[src/rtl/rxib_pkg.sv]
// Shared definitions for the receive idle timer and break driver.
// Assumes the frame format is stable while an idle period is being timed.
package rxib_pkg;

    // Smallest data word a frame can carry
    localparam int unsigned MIN_DATA_BITS  = 5;
    // Longest frame: start + 8 data + parity + 2 stop
    localparam int unsigned MAX_FRAME_BITS = 12;

    // Frame format as configured by software
    typedef struct packed {
        logic [1:0] len;       // data bits minus five
        logic       par_en;    // parity bit present
        logic       two_stop;  // second stop bit present
    } frame_cfg_t;

    // Number of bit periods in one character, start bit included
    function automatic int unsigned frame_bits(input frame_cfg_t c);
        return 1 + MIN_DATA_BITS + int'(c.len) + int'(c.par_en)
             + 1 + int'(c.two_stop);
    endfunction

endpackage

[src/rtl/rxib_phase_track.sv]
// Synchronizes the receive line and tracks the sub-bit phase.
// A falling edge seen at a tick restarts the phase. A strobe marks the
// middle sample of each bit and carries the line level seen there.
// Assumes baud_tick is a one-cycle enable spaced wider than the synchronizer.
module rxib_phase_track #(
    parameter int OVERSAMPLE  = 16,
    parameter int SYNC_STAGES = 2
) (
    input  logic clk,
    input  logic rst_n,
    input  logic tick,
    input  logic rx_in,
    output logic mid_strobe,
    output logic mid_level
);
    localparam int PH_W    = $clog2(OVERSAMPLE);
    localparam int MID_IDX = OVERSAMPLE / 2 - 1;

    logic [SYNC_STAGES-1:0] sync_q;
    logic                   rx_s;
    logic                   prev_q;
    logic [PH_W-1:0]        ph_q;
    logic [PH_W-1:0]        ph_nxt;
    logic                   fall_seen;

    generate
        if (SYNC_STAGES > 1) begin : g_multi
            // Shift the line through the synchronizer chain, idle high
            always_ff @(posedge clk) begin
                if (!rst_n) sync_q <= '1;
                else        sync_q <= {sync_q[SYNC_STAGES-2:0], rx_in};
            end
        end else begin : g_single
            // Single-stage capture of the line, idle high
            always_ff @(posedge clk) begin
                if (!rst_n) sync_q <= '1;
                else        sync_q <= rx_in;
            end
        end
    endgenerate

    assign rx_s      = sync_q[SYNC_STAGES-1];
    assign fall_seen = tick && prev_q && !rx_s;

    // Next phase: restart on a falling edge, else wrap at the bit length
    always_comb begin
        if (fall_seen)                            ph_nxt = '0;
        else if (ph_q == PH_W'(OVERSAMPLE - 1))   ph_nxt = '0;
        else                                      ph_nxt = ph_q + 1'b1;
    end

    // Advance the phase and remember the level on every tick
    always_ff @(posedge clk) begin
        if (!rst_n) begin
            ph_q   <= '0;
            prev_q <= 1'b1;
        end else if (tick) begin
            ph_q   <= ph_nxt;
            prev_q <= rx_s;
        end
    end

    assign mid_strobe = tick && (ph_nxt == PH_W'(MID_IDX));
    assign mid_level  = rx_s;


    edge_restart_chk: assert property (@(posedge clk) disable iff (!rst_n)
        fall_seen |=> (ph_q == '0));

endmodule

[src/rtl/rxib_idle_timer.sv]
// Counts oversampling ticks of quiet line up to a threshold and saturates
// there. A low mid-bit reading or a restart request clears the count.
// Assumes the threshold is non-zero and fits in CNT_W bits.
module rxib_idle_timer #(
    parameter int CNT_W = 10
) (
    input  logic             clk,
    input  logic             rst_n,
    input  logic             tick,
    input  logic             mid_strobe,
    input  logic             mid_level,
    input  logic             restart,
    input  logic [CNT_W-1:0] thresh,
    output logic             idle
);
    logic [CNT_W-1:0] cnt_q;
    logic             clr;

    assign clr = restart || (mid_strobe && !mid_level);

    // Clear on activity, otherwise count ticks until the threshold
    always_ff @(posedge clk) begin
        if (!rst_n)                        cnt_q <= '0;
        else if (clr)                      cnt_q <= '0;
        else if (tick && cnt_q < thresh)   cnt_q <= cnt_q + 1'b1;
    end

    assign idle = (cnt_q >= thresh);


    no_tick_hold_chk: assert property (@(posedge clk) disable iff (!rst_n)
        (!tick && !clr) |=> $stable(cnt_q));


    mid_low_clr_chk: assert property (@(posedge clk) disable iff (!rst_n)
        (mid_strobe && !mid_level) |=> (cnt_q == '0));


    restart_clr_chk: assert property (@(posedge clk) disable iff (!rst_n)
        restart |=> !idle);


    idle_hold_chk: assert property (@(posedge clk) disable iff (!rst_n)
        (idle && !clr) |=> (idle || thresh != $past(thresh)));

endmodule

[src/rtl/txb_break_gate.sv]
// Chooses the transmit line level. Break wins, then mark while the
// serializer is idle, then the serializer bit. Purely combinational.
module txb_break_gate (
    input  logic brk,
    input  logic ser_bit,
    input  logic ser_idle,
    output logic line
);
    // Priority selection of the outgoing line level
    always_comb begin
        if (brk)           line = 1'b0;
        else if (ser_idle) line = 1'b1;
        else               line = ser_bit;
    end
endmodule

[src/rtl/uart_rx_idle_brk.sv]
// Receive idle/timeout detector and transmit break driver.
// The idle threshold is four character times of 16 ticks per bit, taken
// from the current frame format. The timeout is idle gated by unread data.
// Assumes baud_tick pulses for one cycle and no faster than every
// SYNC_STAGES+1 cycles.
module uart_rx_idle_brk #(
    parameter int OVERSAMPLE  = 16,
    parameter int IDLE_CHARS  = 4,
    parameter int SYNC_STAGES = 2
) (
    input  logic       clk,
    input  logic       rst_n,
    input  logic       baud_tick,
    input  logic       rx_in,
    input  logic [1:0] cfg_len,
    input  logic       cfg_par_en,
    input  logic       cfg_two_stop,
    input  logic       brk_force,
    input  logic       rx_char_done,
    input  logic       fifo_nonempty,
    input  logic       fifo_read,
    input  logic       tx_ser_bit,
    input  logic       tx_ser_idle,
    output logic       rx_idle,
    output logic       rx_timeout,
    output logic       tx_line
);
    import rxib_pkg::*;

    localparam int MAX_TICKS = IDLE_CHARS * OVERSAMPLE * int'(MAX_FRAME_BITS);
    localparam int CNT_W     = $clog2(MAX_TICKS + 1);

    frame_cfg_t       cfg;
    logic [CNT_W-1:0] thresh;
    logic             mid_strobe;
    logic             mid_level;
    logic             restart;

    // Gather the frame fields and derive the idle threshold in ticks
    always_comb begin
        cfg.len      = cfg_len;
        cfg.par_en   = cfg_par_en;
        cfg.two_stop = cfg_two_stop;
        thresh       = CNT_W'(IDLE_CHARS * OVERSAMPLE * int'(frame_bits(cfg)));
    end

    assign restart = rx_char_done || fifo_read;

    rxib_phase_track #(
        .OVERSAMPLE  (OVERSAMPLE),
        .SYNC_STAGES (SYNC_STAGES)
    ) phase_i (
        .clk        (clk),
        .rst_n      (rst_n),
        .tick       (baud_tick),
        .rx_in      (rx_in),
        .mid_strobe (mid_strobe),
        .mid_level  (mid_level)
    );

    rxib_idle_timer #(
        .CNT_W (CNT_W)
    ) timer_i (
        .clk        (clk),
        .rst_n      (rst_n),
        .tick       (baud_tick),
        .mid_strobe (mid_strobe),
        .mid_level  (mid_level),
        .restart    (restart),
        .thresh     (thresh),
        .idle       (rx_idle)
    );

    assign rx_timeout = rx_idle && fifo_nonempty;

    txb_break_gate brk_i (
        .brk      (brk_force),
        .ser_bit  (tx_ser_bit),
        .ser_idle (tx_ser_idle),
        .line     (tx_line)
    );


    read_clr_chk: assert property (@(posedge clk) disable iff (!rst_n)
        fifo_read |=> !rx_timeout);


    brk_low_chk: assert property (@(posedge clk) disable iff (!rst_n)
        brk_force |-> !tx_line);


    no_data_no_to_chk: assert property (@(posedge clk) disable iff (!rst_n)
        !fifo_nonempty |-> !rx_timeout);

endmodule

[config.mk]
export PLATFORM = sky130hd
export DESIGN_NAME = uart_rx_idle_brk
export DESIGN_NICKNAME = d
export VERILOG_FILES = /design/src/rtl/rxib_pkg.sv /design/src/rtl/rxib_phase_track.sv /design/src/rtl/rxib_idle_timer.sv /design/src/rtl/txb_break_gate.sv /design/src/rtl/uart_rx_idle_brk.sv
export SDC_FILE = /design/constraint.sdc
export NUM_CORES = 1
export LEC_CHECK = 0
export CAP_MARGIN = 20
export CORE_ASPECT_RATIO = 0.7
export CORE_MARGIN = 2
export CORE_UTILIZATION = 30
export DETAILED_ROUTE_END_ITERATION = 16
export PLACE_DENSITY_LB_ADDON = 0.25
export SLEW_MARGIN = 10
export SYNTH_ARGS = -nofsm -noshare
export SYNTH_HDL_FRONTEND = slang
export SYNTH_SLANG_ARGS = --single-unit
[constraint.sdc]
create_clock -name clk -period 5.1 [get_ports clk]
set_clock_uncertainty 0.05 [all_clocks]
set_input_delay 0.765 -clock clk [delete_from_list [all_inputs] [get_ports clk]]
set_output_delay 0.765 -clock clk [all_outputs]
set_load 0.02 [all_outputs]
==> results of run 1 <==
==> path summary, 6_finish.rpt <==
| path | cells past startpoint | slack (ns) | to | startpoint |
|---|---|---|---|---|
| setup / recovery | 13 | 0.39 | rx_timeout | cfg_len[0] |
| hold / removal | 1 | 0.36 | phase_i.sync_q[1] | phase_i.sync_q[0] |
| setup reg to reg | 5 | 3.06 | timer_i.cnt_q[8] | timer_i.cnt_q[9] |
| hold reg to reg | 1 | 0.36 | phase_i.sync_q[1] | phase_i.sync_q[0] |
==> sequential cells by signal, summed over array words and instances, names as in the netlist <==
signal and flops:
phase_i.sync_q 2, phase_i.ph_q 4, timer_i.cnt_q 10, phase_i.prev_q 1
==> routing by layer <==
layer,up-vias,routed length [µm]
met4,0,0
met5,-,0
met1,457,1178
met3,0,74
li1,493,-
met2,14,1023
==> area by class of cell <==
class,instances,share of cell area (%)
inverter,10,2.809
tap,50,4.682
sequential,17,25.47
timing repair buffer,17,12.55
clock inverter,1,0.3745
multi-input combinational,96,51.03
clock buffer,3,3.090
==> placed cells by master (no fill, tap or decap), types with 2 or more instances in the layout <==
| cell | instances |
|---|---|
| sky130_fd_sc_hd__clkdlybuf4s50_1 | 16 |
| sky130_fd_sc_hd__o31ai_1 | 7 |
| sky130_fd_sc_hd__ha_1 | 10 |
| sky130_fd_sc_hd__or3_1 | 2 |
| sky130_fd_sc_hd__nand4_1 | 2 |
| sky130_fd_sc_hd__nand2_1 | 10 |
| sky130_fd_sc_hd__o21ai_0 | 3 |
| sky130_fd_sc_hd__inv_1 | 10 |
| sky130_fd_sc_hd__nor2b_1 | 4 |
| sky130_fd_sc_hd__or4_1 | 7 |
| sky130_fd_sc_hd__nor3b_1 | 2 |
| sky130_fd_sc_hd__a21oi_1 | 13 |
| sky130_fd_sc_hd__nor2_1 | 5 |
| sky130_fd_sc_hd__dfxtp_1 | 17 |
| sky130_fd_sc_hd__or2_2 | 2 |
| sky130_fd_sc_hd__o21ba_2 | 2 |
| sky130_fd_sc_hd__clkbuf_8 | 3 |
| sky130_fd_sc_hd__nand3_1 | 5 |
| sky130_fd_sc_hd__a21boi_0 | 2 |
| sky130_fd_sc_hd__nand2b_1 | 3 |
==> critical path: stages <==
cell and delay (ns):
sky130_fd_sc_hd__clkdlybuf4s50_1 0.45, sky130_fd_sc_hd__inv_1 0.05, sky130_fd_sc_hd__ha_1 0.28, sky130_fd_sc_hd__inv_1 0.06, sky130_fd_sc_hd__ha_1 0.15, sky130_fd_sc_hd__inv_1 0.06, sky130_fd_sc_hd__fa_1 0.47, sky130_fd_sc_hd__ha_1 0.30
sky130_fd_sc_hd__nor2b_1 0.15, sky130_fd_sc_hd__o21ba_2 0.20, sky130_fd_sc_hd__a211o_1 0.28, sky130_fd_sc_hd__and2_1 0.15, sky130_fd_sc_hd__clkdlybuf4s50_1 0.53
==> logic make-up (layout without fill, tap and decap cells) <==
logic type                 count (synthesis)  in the layout  synth area share [%]
muxes                                      1              1                0.9303
DFF                                       17             17                 31.63
xor gates and xnor gates                   2              2                 1.628
buffers and inverters                     13             31                 5.000
and+or+nand+nor                           50             50                 27.44
adders and majority gates                 11             11                 13.49
AOI/OAI and AO/OA                         32             32                 19.88
==> Yosys cell counts, drive strengths merged <==
| cell type | number |
|---|---|
| dfxtp | 17 |
| a21oi | 13 |
| ha | 10 |
| inv | 10 |
| nand2 | 10 |
| o31ai | 8 |
| or4 | 7 |
| nand3 | 5 |
| nor2 | 5 |
| nor2b | 4 |
| nand2b | 3 |
| o21ai | 3 |
| or3 | 3 |
| a21boi | 2 |
| buf | 2 |
| nand4 | 2 |
| nor3b | 2 |
| o21ba | 2 |
| or2 | 2 |
| a211o | 1 |
| a21o | 1 |
| a32o | 1 |
| and2 | 1 |
| clkbuf | 1 |
| fa | 1 |
| mux2i | 1 |
| nand3b | 1 |
| nand4b | 1 |
| nand4bb | 1 |
| nor3 | 1 |
| nor4 | 1 |
| nor4b | 1 |
| o21bai | 1 |
| xnor2 | 1 |
| xor2 | 1 |
==> per-stage QoR <==
step / instance area, µm² / cells
4_1_cts: 1336 / 194
6_report: 1336 / 194
2_1_floorplan: 1076 / 126
3_3_place_gp: 1290 / 190
5_1_grt: 1336 / 194
3_5_place_dp: 1290 / 190
==> power groups by stage <==
stage          combinational (mW)  sequential, mW  clock, mW
6_report                   0.0405           0.137      0.103
5_1_grt                    0.0466           0.138      0.111
4_1_cts                    0.0409           0.137      0.106
3_5_place_dp               0.0405           0.140          0
3_3_place_gp               0.0386           0.140          0
2_1_floorplan              0.0230           0.140          0
==> impl_metrics.prom, run 1 <==
# TYPE chip_impl_metric gauge
chip_impl_metric{name="fmax",unit="MHz"} 212.1
chip_impl_metric{name="global_route.usage.total",unit="%"} 12.63
chip_impl_metric{name="initial_core_utilization",unit="%"} 31.02
chip_impl_metric{name="worstMarginPinSlew",unit="ns"} 0.7815
chip_impl_metric{name="wirelength",unit="µm"} 2275
chip_impl_metric{name="fp.coreArea",unit="µm²"} 3468
chip_impl_metric{name="gp_routability_congestion",unit=""} 0.7748
chip_impl_metric{name="max_slew_violation_count",unit=""} 0
chip_impl_metric{name="path_max_fanout",unit=""} 2
chip_impl_metric{name="timing.hold.ws",unit="ns"} 0.3601
chip_impl_metric{name="number_of_maximum_capacitance_constraint_violations",unit=""} 0
chip_impl_info{name="status",value="completed"} 1
chip_impl_info{name="netlist.top_cell.by_area",value="sky130_fd_sc_hd__dfxtp_1"} 1
chip_impl_metric{name="clock_path_buffers",unit=""} 2
chip_impl_metric{name="fillerInstances",unit=""} 368
chip_impl_metric{name="met3_use_gr",unit="%"} 3.933
chip_impl_metric{name="synth_top_area_share",unit="%"} 31.63
chip_impl_metric{name="final_layout_size_suffix_gt1_share",unit="%"} 7.639
chip_impl_metric{name="grt_overflow",unit=""} 0
chip_impl_info{name="post_synth_main_area_contributors",value="sky130_fd_sc_hd__dfxtp_1 32%, sky130_fd_sc_hd__ha_1 12%, sky130_fd_sc_hd__a21oi_1 6.0%"} 1
chip_impl_metric{name="combinationalPowerShare",unit="%"} 14.4
chip_impl_metric{name="layout.core_utilization",unit="%"} 38.53
chip_impl_metric{name="cts-hold-fix-buffers",unit=""} 0
chip_impl_metric{name="gr-usage-met2",unit="%"} 20.43
chip_impl_metric{name="power_per_cell_area",unit="nW/µm²"} 210.1
chip_impl_metric{name="clkLatencyLatePin",unit="ns"} 0.25
chip_impl_metric{name="post_cts_buffers",unit=""} 0
chip_impl_metric{name="vias",unit=""} 964
chip_impl_metric{name="yosysWarningCount",unit=""} 0
chip_impl_metric{name="power.share.switching",unit="%"} 24.68
chip_impl_metric{name="wirelength_per_cell",unit="µm"} 11.73
chip_impl_info{name="hp-class",value="flop to flop"} 1
chip_impl_metric{name="syn_std_cell_area",unit="µm²"} 1076
chip_impl_metric{name="power_frac_seq",unit="%"} 48.9
chip_impl_metric{name="die_area",unit="µm²"} 4089
chip_impl_metric{name="grt.met1_usage",unit="%"} 16.20
chip_impl_info{name="cts-root-buf",value="sky130_fd_sc_hd__clkbuf_8"} 1
chip_impl_metric{name="dieWidth",unit="µm"} 75.58
chip_impl_metric{name="final.period_utilization",unit="%"} 92.45
chip_impl_metric{name="grt_antenna_before_repair",unit=""} 0
chip_impl_metric{name="n_diodes",unit=""} 0
chip_impl_metric{name="cts_inserted_buffers",unit=""} 3
chip_impl_metric{name="p_clk_share",unit="%"} 36.7
chip_impl_metric{name="vias_per_cell",unit=""} 4.969
chip_impl_metric{name="timing.final.ws_setup",unit="ns"} 0.3851
chip_impl_metric{name="syn-instance-count",unit=""} 126
chip_impl_info{name="worstSetupStartpointType",value="input port"} 1
chip_impl_metric{name="final_total_pwr",unit="µW"} 280.8
chip_impl_info{name="grt_setup_unrepaired",value="no"} 1
chip_impl_metric{name="syn_to_final_growth",unit="%"} 24.19
chip_impl_info{name="tritoncts",value="yes"} 1
chip_impl_metric{name="multi_input_gate_area_in_the_final_layout",unit="µm²"} 681.9
chip_impl_metric{name="finalWorstPathRequiredPeriod",unit="ns"} 4.715
chip_impl_metric{name="die-height",unit="µm"} 54.11
chip_impl_metric{name="detail-route-antenna-nets",unit=""} 0
chip_impl_metric{name="grt_start_max_net_pins",unit=""} 19
chip_impl_info{name="gr-max-usage-layer",value="met2"} 1
chip_impl_info{name="type_of_element_capturing_the_critical_path",value="output port"} 1
chip_impl_metric{name="synth_fp_nets",unit=""} 151
chip_impl_metric{name="slew_headroom",unit="%"} 47.59
chip_impl_metric{name="drt_iter0_drc",unit=""} 62
chip_impl_metric{name="synth_cell_type_count",unit=""} 38
chip_impl_metric{name="area.sequential",unit="µm²"} 340.3
chip_impl_metric{name="place.detailed.hpwl",unit="µm"} 1733
chip_impl_metric{name="top_level_ports",unit=""} 17
chip_impl_metric{name="placement.io_buffers",unit=""} 16
chip_impl_metric{name="power_leakage",unit="nW"} 0.4826
chip_impl_metric{name="drt_pre_antenna_iters",unit=""} 2
chip_impl_metric{name="ir_worst_vdd",unit="V"} 0.0001416
chip_impl_metric{name="synth.avg_cell_area",unit="µm²"} 8.540
chip_impl_info{name="type_of_the_setup_path_with_the_least_slack",value="input port to output port"} 1
chip_impl_metric{name="place_ws",unit="ns"} 0.3791
chip_impl_metric{name="cts_num_sinks",unit=""} 17
chip_impl_metric{name="row_cnt",unit=""} 18
chip_impl_metric{name="setup_tns",unit="ns"} 0
chip_impl_metric{name="post_cts_resized",unit=""} 0
chip_impl_metric{name="vias_in_the_first_global_route",unit=""} 927
chip_impl_metric{name="grt_first_pass_wirelength",unit="µm"} 3898
chip_impl_metric{name="num-nets-final",unit=""} 170
chip_impl_metric{name="intPower",unit="µW"} 211.5
chip_impl_metric{name="sw_pwr",unit="µW"} 69.30
chip_impl_metric{name="clkSlewWorstSetupHoldPaths",unit="ns"} 0.07
chip_impl_metric{name="ctsHtreeMaxLevel",unit=""} 1
chip_impl_metric{name="critPathRequiredTime",unit="ns"} 4.28
chip_impl_metric{name="timing.final.setup_violations",unit=""} 0
chip_impl_metric{name="final-hold-violation-count",unit=""} 0
chip_impl_metric{name="critPathArrivalTime",unit="ns"} 3.90
chip_impl_metric{name="drc",unit=""} 0
chip_impl_metric{name="register_area_share_after_synthesis",unit="%"} 31.63
chip_impl_metric{name="synth_seq_cells",unit=""} 17
Note: power is estimated with default switching activity, not from simulation.
==> inputs of run 2 (changes only) <==
Settings changed: CORE_UTILIZATION 30 to 50, CTS_CLUSTER_SIZE from default to 20.
Clock period 5.1 ns to 5.8 ns, I/O delays scaled along.
==> run 2 against run 1 <==
  * Sequential power is 12% lower
  * Non-clock buffer count is 1 lower
  * Critical path depth stayed put
  * Global-route usage is 7.3 points higher
  * Via count is 0.10% lower
  * Routed wire length is 2.3% lower
  * Critical path type unchanged
  * Clock power is 37% lower
  * Sequential cell count stayed put
  * Worst setup slack better by 0.31 ns
  * Total power is 21% lower
  * Hold slack better by 0.0074 ns
  * Largest power group unchanged
  * Register-to-register slack better by 0.69 ns
  * Largest cell class unchanged
==> impl_metrics.prom, run 2 (synthesis results as in run 1) <==
# TYPE chip_impl_metric gauge
chip_impl_info{name="status",value="completed"} 1
chip_impl_metric{name="row_cnt",unit=""} 14
chip_impl_info{name="hp-class",value="flop to flop"} 1
chip_impl_metric{name="critPathMaxStageDelay",unit="ns"} 0.53
chip_impl_metric{name="post_cts_resized",unit=""} 0
chip_impl_metric{name="cts_inserted_buffers",unit=""} 3
chip_impl_metric{name="max_reg_flops",unit=""} 10
chip_impl_metric{name="drt_pre_antenna_iters",unit=""} 4
chip_impl_info{name="type_of_element_capturing_the_critical_path",value="output port"} 1
chip_impl_info{name="top_register",value="timer_i.cnt_q"} 1
chip_impl_metric{name="placed_area",unit="µm²"} 1250
chip_impl_metric{name="cts-hold-fix-buffers",unit=""} 0
chip_impl_metric{name="num-nets-final",unit=""} 169
chip_impl_metric{name="final.period_utilization",unit="%"} 87.98
chip_impl_info{name="series_of_cell_instances_along_the_critical_path",value="clkdlybuf4s50_1, inv_1, ha_1, inv_1, ha_1, inv_1, fa_1, ha_1, nor2b_1, o21ba_2, a211o_1, and2_1, clkdlybuf4s50_1"} 1
chip_impl_metric{name="initial_core_utilization",unit="%"} 51.62
chip_impl_metric{name="post_cts_buffers",unit=""} 0
chip_impl_metric{name="wirelength_per_cell",unit="µm"} 13.31
chip_impl_metric{name="power_per_cell_area",unit="nW/µm²"} 173.5
chip_impl_metric{name="vias_in_the_first_global_route",unit=""} 877
chip_impl_metric{name="critPathArrivalTime",unit="ns"} 4.18
chip_impl_metric{name="grt_first_pass_wirelength",unit="µm"} 3795
chip_impl_metric{name="path_max_fanout",unit=""} 19
chip_impl_info{name="cts-root-buf",value="sky130_fd_sc_hd__clkbuf_4"} 1
chip_impl_metric{name="vias",unit=""} 963
chip_impl_metric{name="place_ws",unit="ns"} 0.7075
chip_impl_metric{name="final_total_pwr",unit="µW"} 221.6
chip_impl_metric{name="setup_tns",unit="ns"} 0
chip_impl_info{name="grt_setup_unrepaired",value="no"} 1
chip_impl_metric{name="grt_overflow",unit=""} 0
chip_impl_metric{name="vias_per_cell",unit=""} 5.766
chip_impl_info{name="worstSetupStartpointType",value="input port"} 1
chip_impl_metric{name="place.detailed.hpwl",unit="µm"} 1718
chip_impl_metric{name="die_area",unit="µm²"} 2545
chip_impl_metric{name="global_route.usage.total",unit="%"} 19.94
chip_impl_metric{name="clock_path_buffers",unit=""} 2
chip_impl_metric{name="die-height",unit="µm"} 42.82
chip_impl_info{name="crit_path_top_delay_cell",value="sky130_fd_sc_hd__clkdlybuf4s50_1"} 1
chip_impl_metric{name="top_level_ports",unit=""} 17
chip_impl_info{name="leading_registers_by_flop_count",value="timer_i.cnt_q x10, phase_i.ph_q x4, phase_i.sync_q x2"} 1
chip_impl_metric{name="power_leakage",unit="nW"} 0.4694
chip_impl_metric{name="n_diodes",unit=""} 0
chip_impl_metric{name="ctsHtreeMaxLevel",unit=""} 1
chip_impl_metric{name="final_layout_size_suffix_gt1_share",unit="%"} 6.993
chip_impl_metric{name="grt_start_max_net_pins",unit=""} 20
chip_impl_metric{name="ir_worst_vdd",unit="V"} 0.0001043
chip_impl_metric{name="max_slew_violation_count",unit=""} 0
chip_impl_metric{name="fillerInstances",unit=""} 190
chip_impl_metric{name="cts_num_sinks",unit=""} 17
chip_impl_metric{name="placement.io_buffers",unit=""} 16
chip_impl_metric{name="timing.final.ws_setup",unit="ns"} 0.6974
chip_impl_info{name="critical-path-top-delay-family",value="adder cells"} 1
chip_impl_metric{name="worstMarginPinSlew",unit="ns"} 0.8005
chip_impl_metric{name="gp_routability_congestion",unit=""} 0.8635
chip_impl_metric{name="drt_iter0_drc",unit=""} 46
chip_impl_metric{name="fmax",unit="MHz"} 196.0
chip_impl_metric{name="drc",unit=""} 0
chip_impl_info{name="tritoncts",value="yes"} 1
chip_impl_metric{name="timing.final.setup_violations",unit=""} 0
chip_impl_metric{name="slew_headroom",unit="%"} 46.31
chip_impl_metric{name="area.sequential",unit="µm²"} 340.3
chip_impl_metric{name="multi_input_gate_area_in_the_final_layout",unit="µm²"} 681.9
chip_impl_metric{name="clkSlewWorstSetupHoldPaths",unit="ns"} 0.09
chip_impl_metric{name="finalWorstPathRequiredPeriod",unit="ns"} 5.103
chip_impl_metric{name="final_area",unit="µm²"} 1277
chip_impl_info{name="type_of_the_setup_path_with_the_least_slack",value="input port to output port"} 1
chip_impl_metric{name="clkLatencyLatePin",unit="ns"} 0.30
chip_impl_metric{name="dieWidth",unit="µm"} 59.45
chip_impl_metric{name="critPathRequiredTime",unit="ns"} 4.88
chip_impl_metric{name="detail-route-antenna-nets",unit=""} 0
chip_impl_metric{name="number_of_maximum_capacitance_constraint_violations",unit=""} 0
chip_impl_metric{name="cp.buffers_inverters",unit=""} 5
chip_impl_metric{name="wirelength",unit="µm"} 2223
chip_impl_metric{name="fp.coreArea",unit="µm²"} 2085
chip_impl_metric{name="syn_to_final_growth",unit="%"} 18.72
chip_impl_metric{name="grt_antenna_before_repair",unit=""} 0
chip_impl_info{name="most_frequent_standard_cell_in_the_layout_excluding_fill_and_tap_cells",value="sky130_fd_sc_hd__dfxtp_1"} 1
chip_impl_metric{name="final-hold-violation-count",unit=""} 0
chip_impl_info{name="final_cell_mix",value="17 x sky130_fd_sc_hd__dfxtp_1, 16 x sky130_fd_sc_hd__clkdlybuf4s50_1, 13 x sky130_fd_sc_hd__a21oi_1"} 1
[run 2: cell types whose count changed in the layout (fill, tap and decap cells not counted)]
cell	delta
sky130_fd_sc_hd__buf_4	-1
sky130_fd_sc_hd__clkbuf_4	+3
sky130_fd_sc_hd__clkbuf_8	-3
[run 2: cell type report]
type | count | share of cell area (%)
multi-input combinational | 96 | 53.38
inverter | 10 | 2.938
sequential | 17 | 26.64
timing repair buffer | 16 | 12.54
clock inverter | 1 | 0.3918
clock buffer | 3 | 1.763
tap | 24 | 2.351
[run 2: path summary, 6_finish.rpt]
path                                         from                 to  slack, ns  cells past startpoint
worst max register to register   timer_i.cnt_q[9]   timer_i.cnt_q[8]       3.75                      5
worst min register to register  phase_i.sync_q[0]  phase_i.sync_q[1]       0.37                      1
worst max-delay path                   cfg_len[0]         rx_timeout       0.70                     13
worst min-delay path            phase_i.sync_q[0]  phase_i.sync_q[1]       0.37                      1
[run 2: per-stage QoR]
step / util, % / hold slack, ns / cells
floorplan: - / 0.3363 / 126
global placement: 59.96 / 0.3412 / 163
detailed placement: 59.96 / 0.3519 / 163
CTS: 61.28 / 0.3773 / 167
global route: 61.28 / 0.4116 / 167
finish: 61.28 / 0.3674 / 167
[run 2: power by group]
part           switching (mW)  leakage [nW]  internal [mW]  total [mW]
logic                  0.0163         0.314         0.0194      0.0357
clock network          0.0394        0.0177         0.0257      0.0650
registers             0.00200         0.138          0.119       0.121
total                  0.0577         0.469          0.164       0.222
[run 2: layer usage]
layer	share of wire (%)	GRT usage, %	vias to the layer above
met3	4.1	6.707	0
li1	-	-	494
met1	53	28.22	454
met4	0	4.091	0
met5	0	0	-
met2	43	29.23	15
==> inputs of run 3 (changes only) <==
Settings changed: TNS_END_PERCENT from default to 50.
==> results of run 3 <==
Final layout, timing and power as in run 2 (identical DEF).
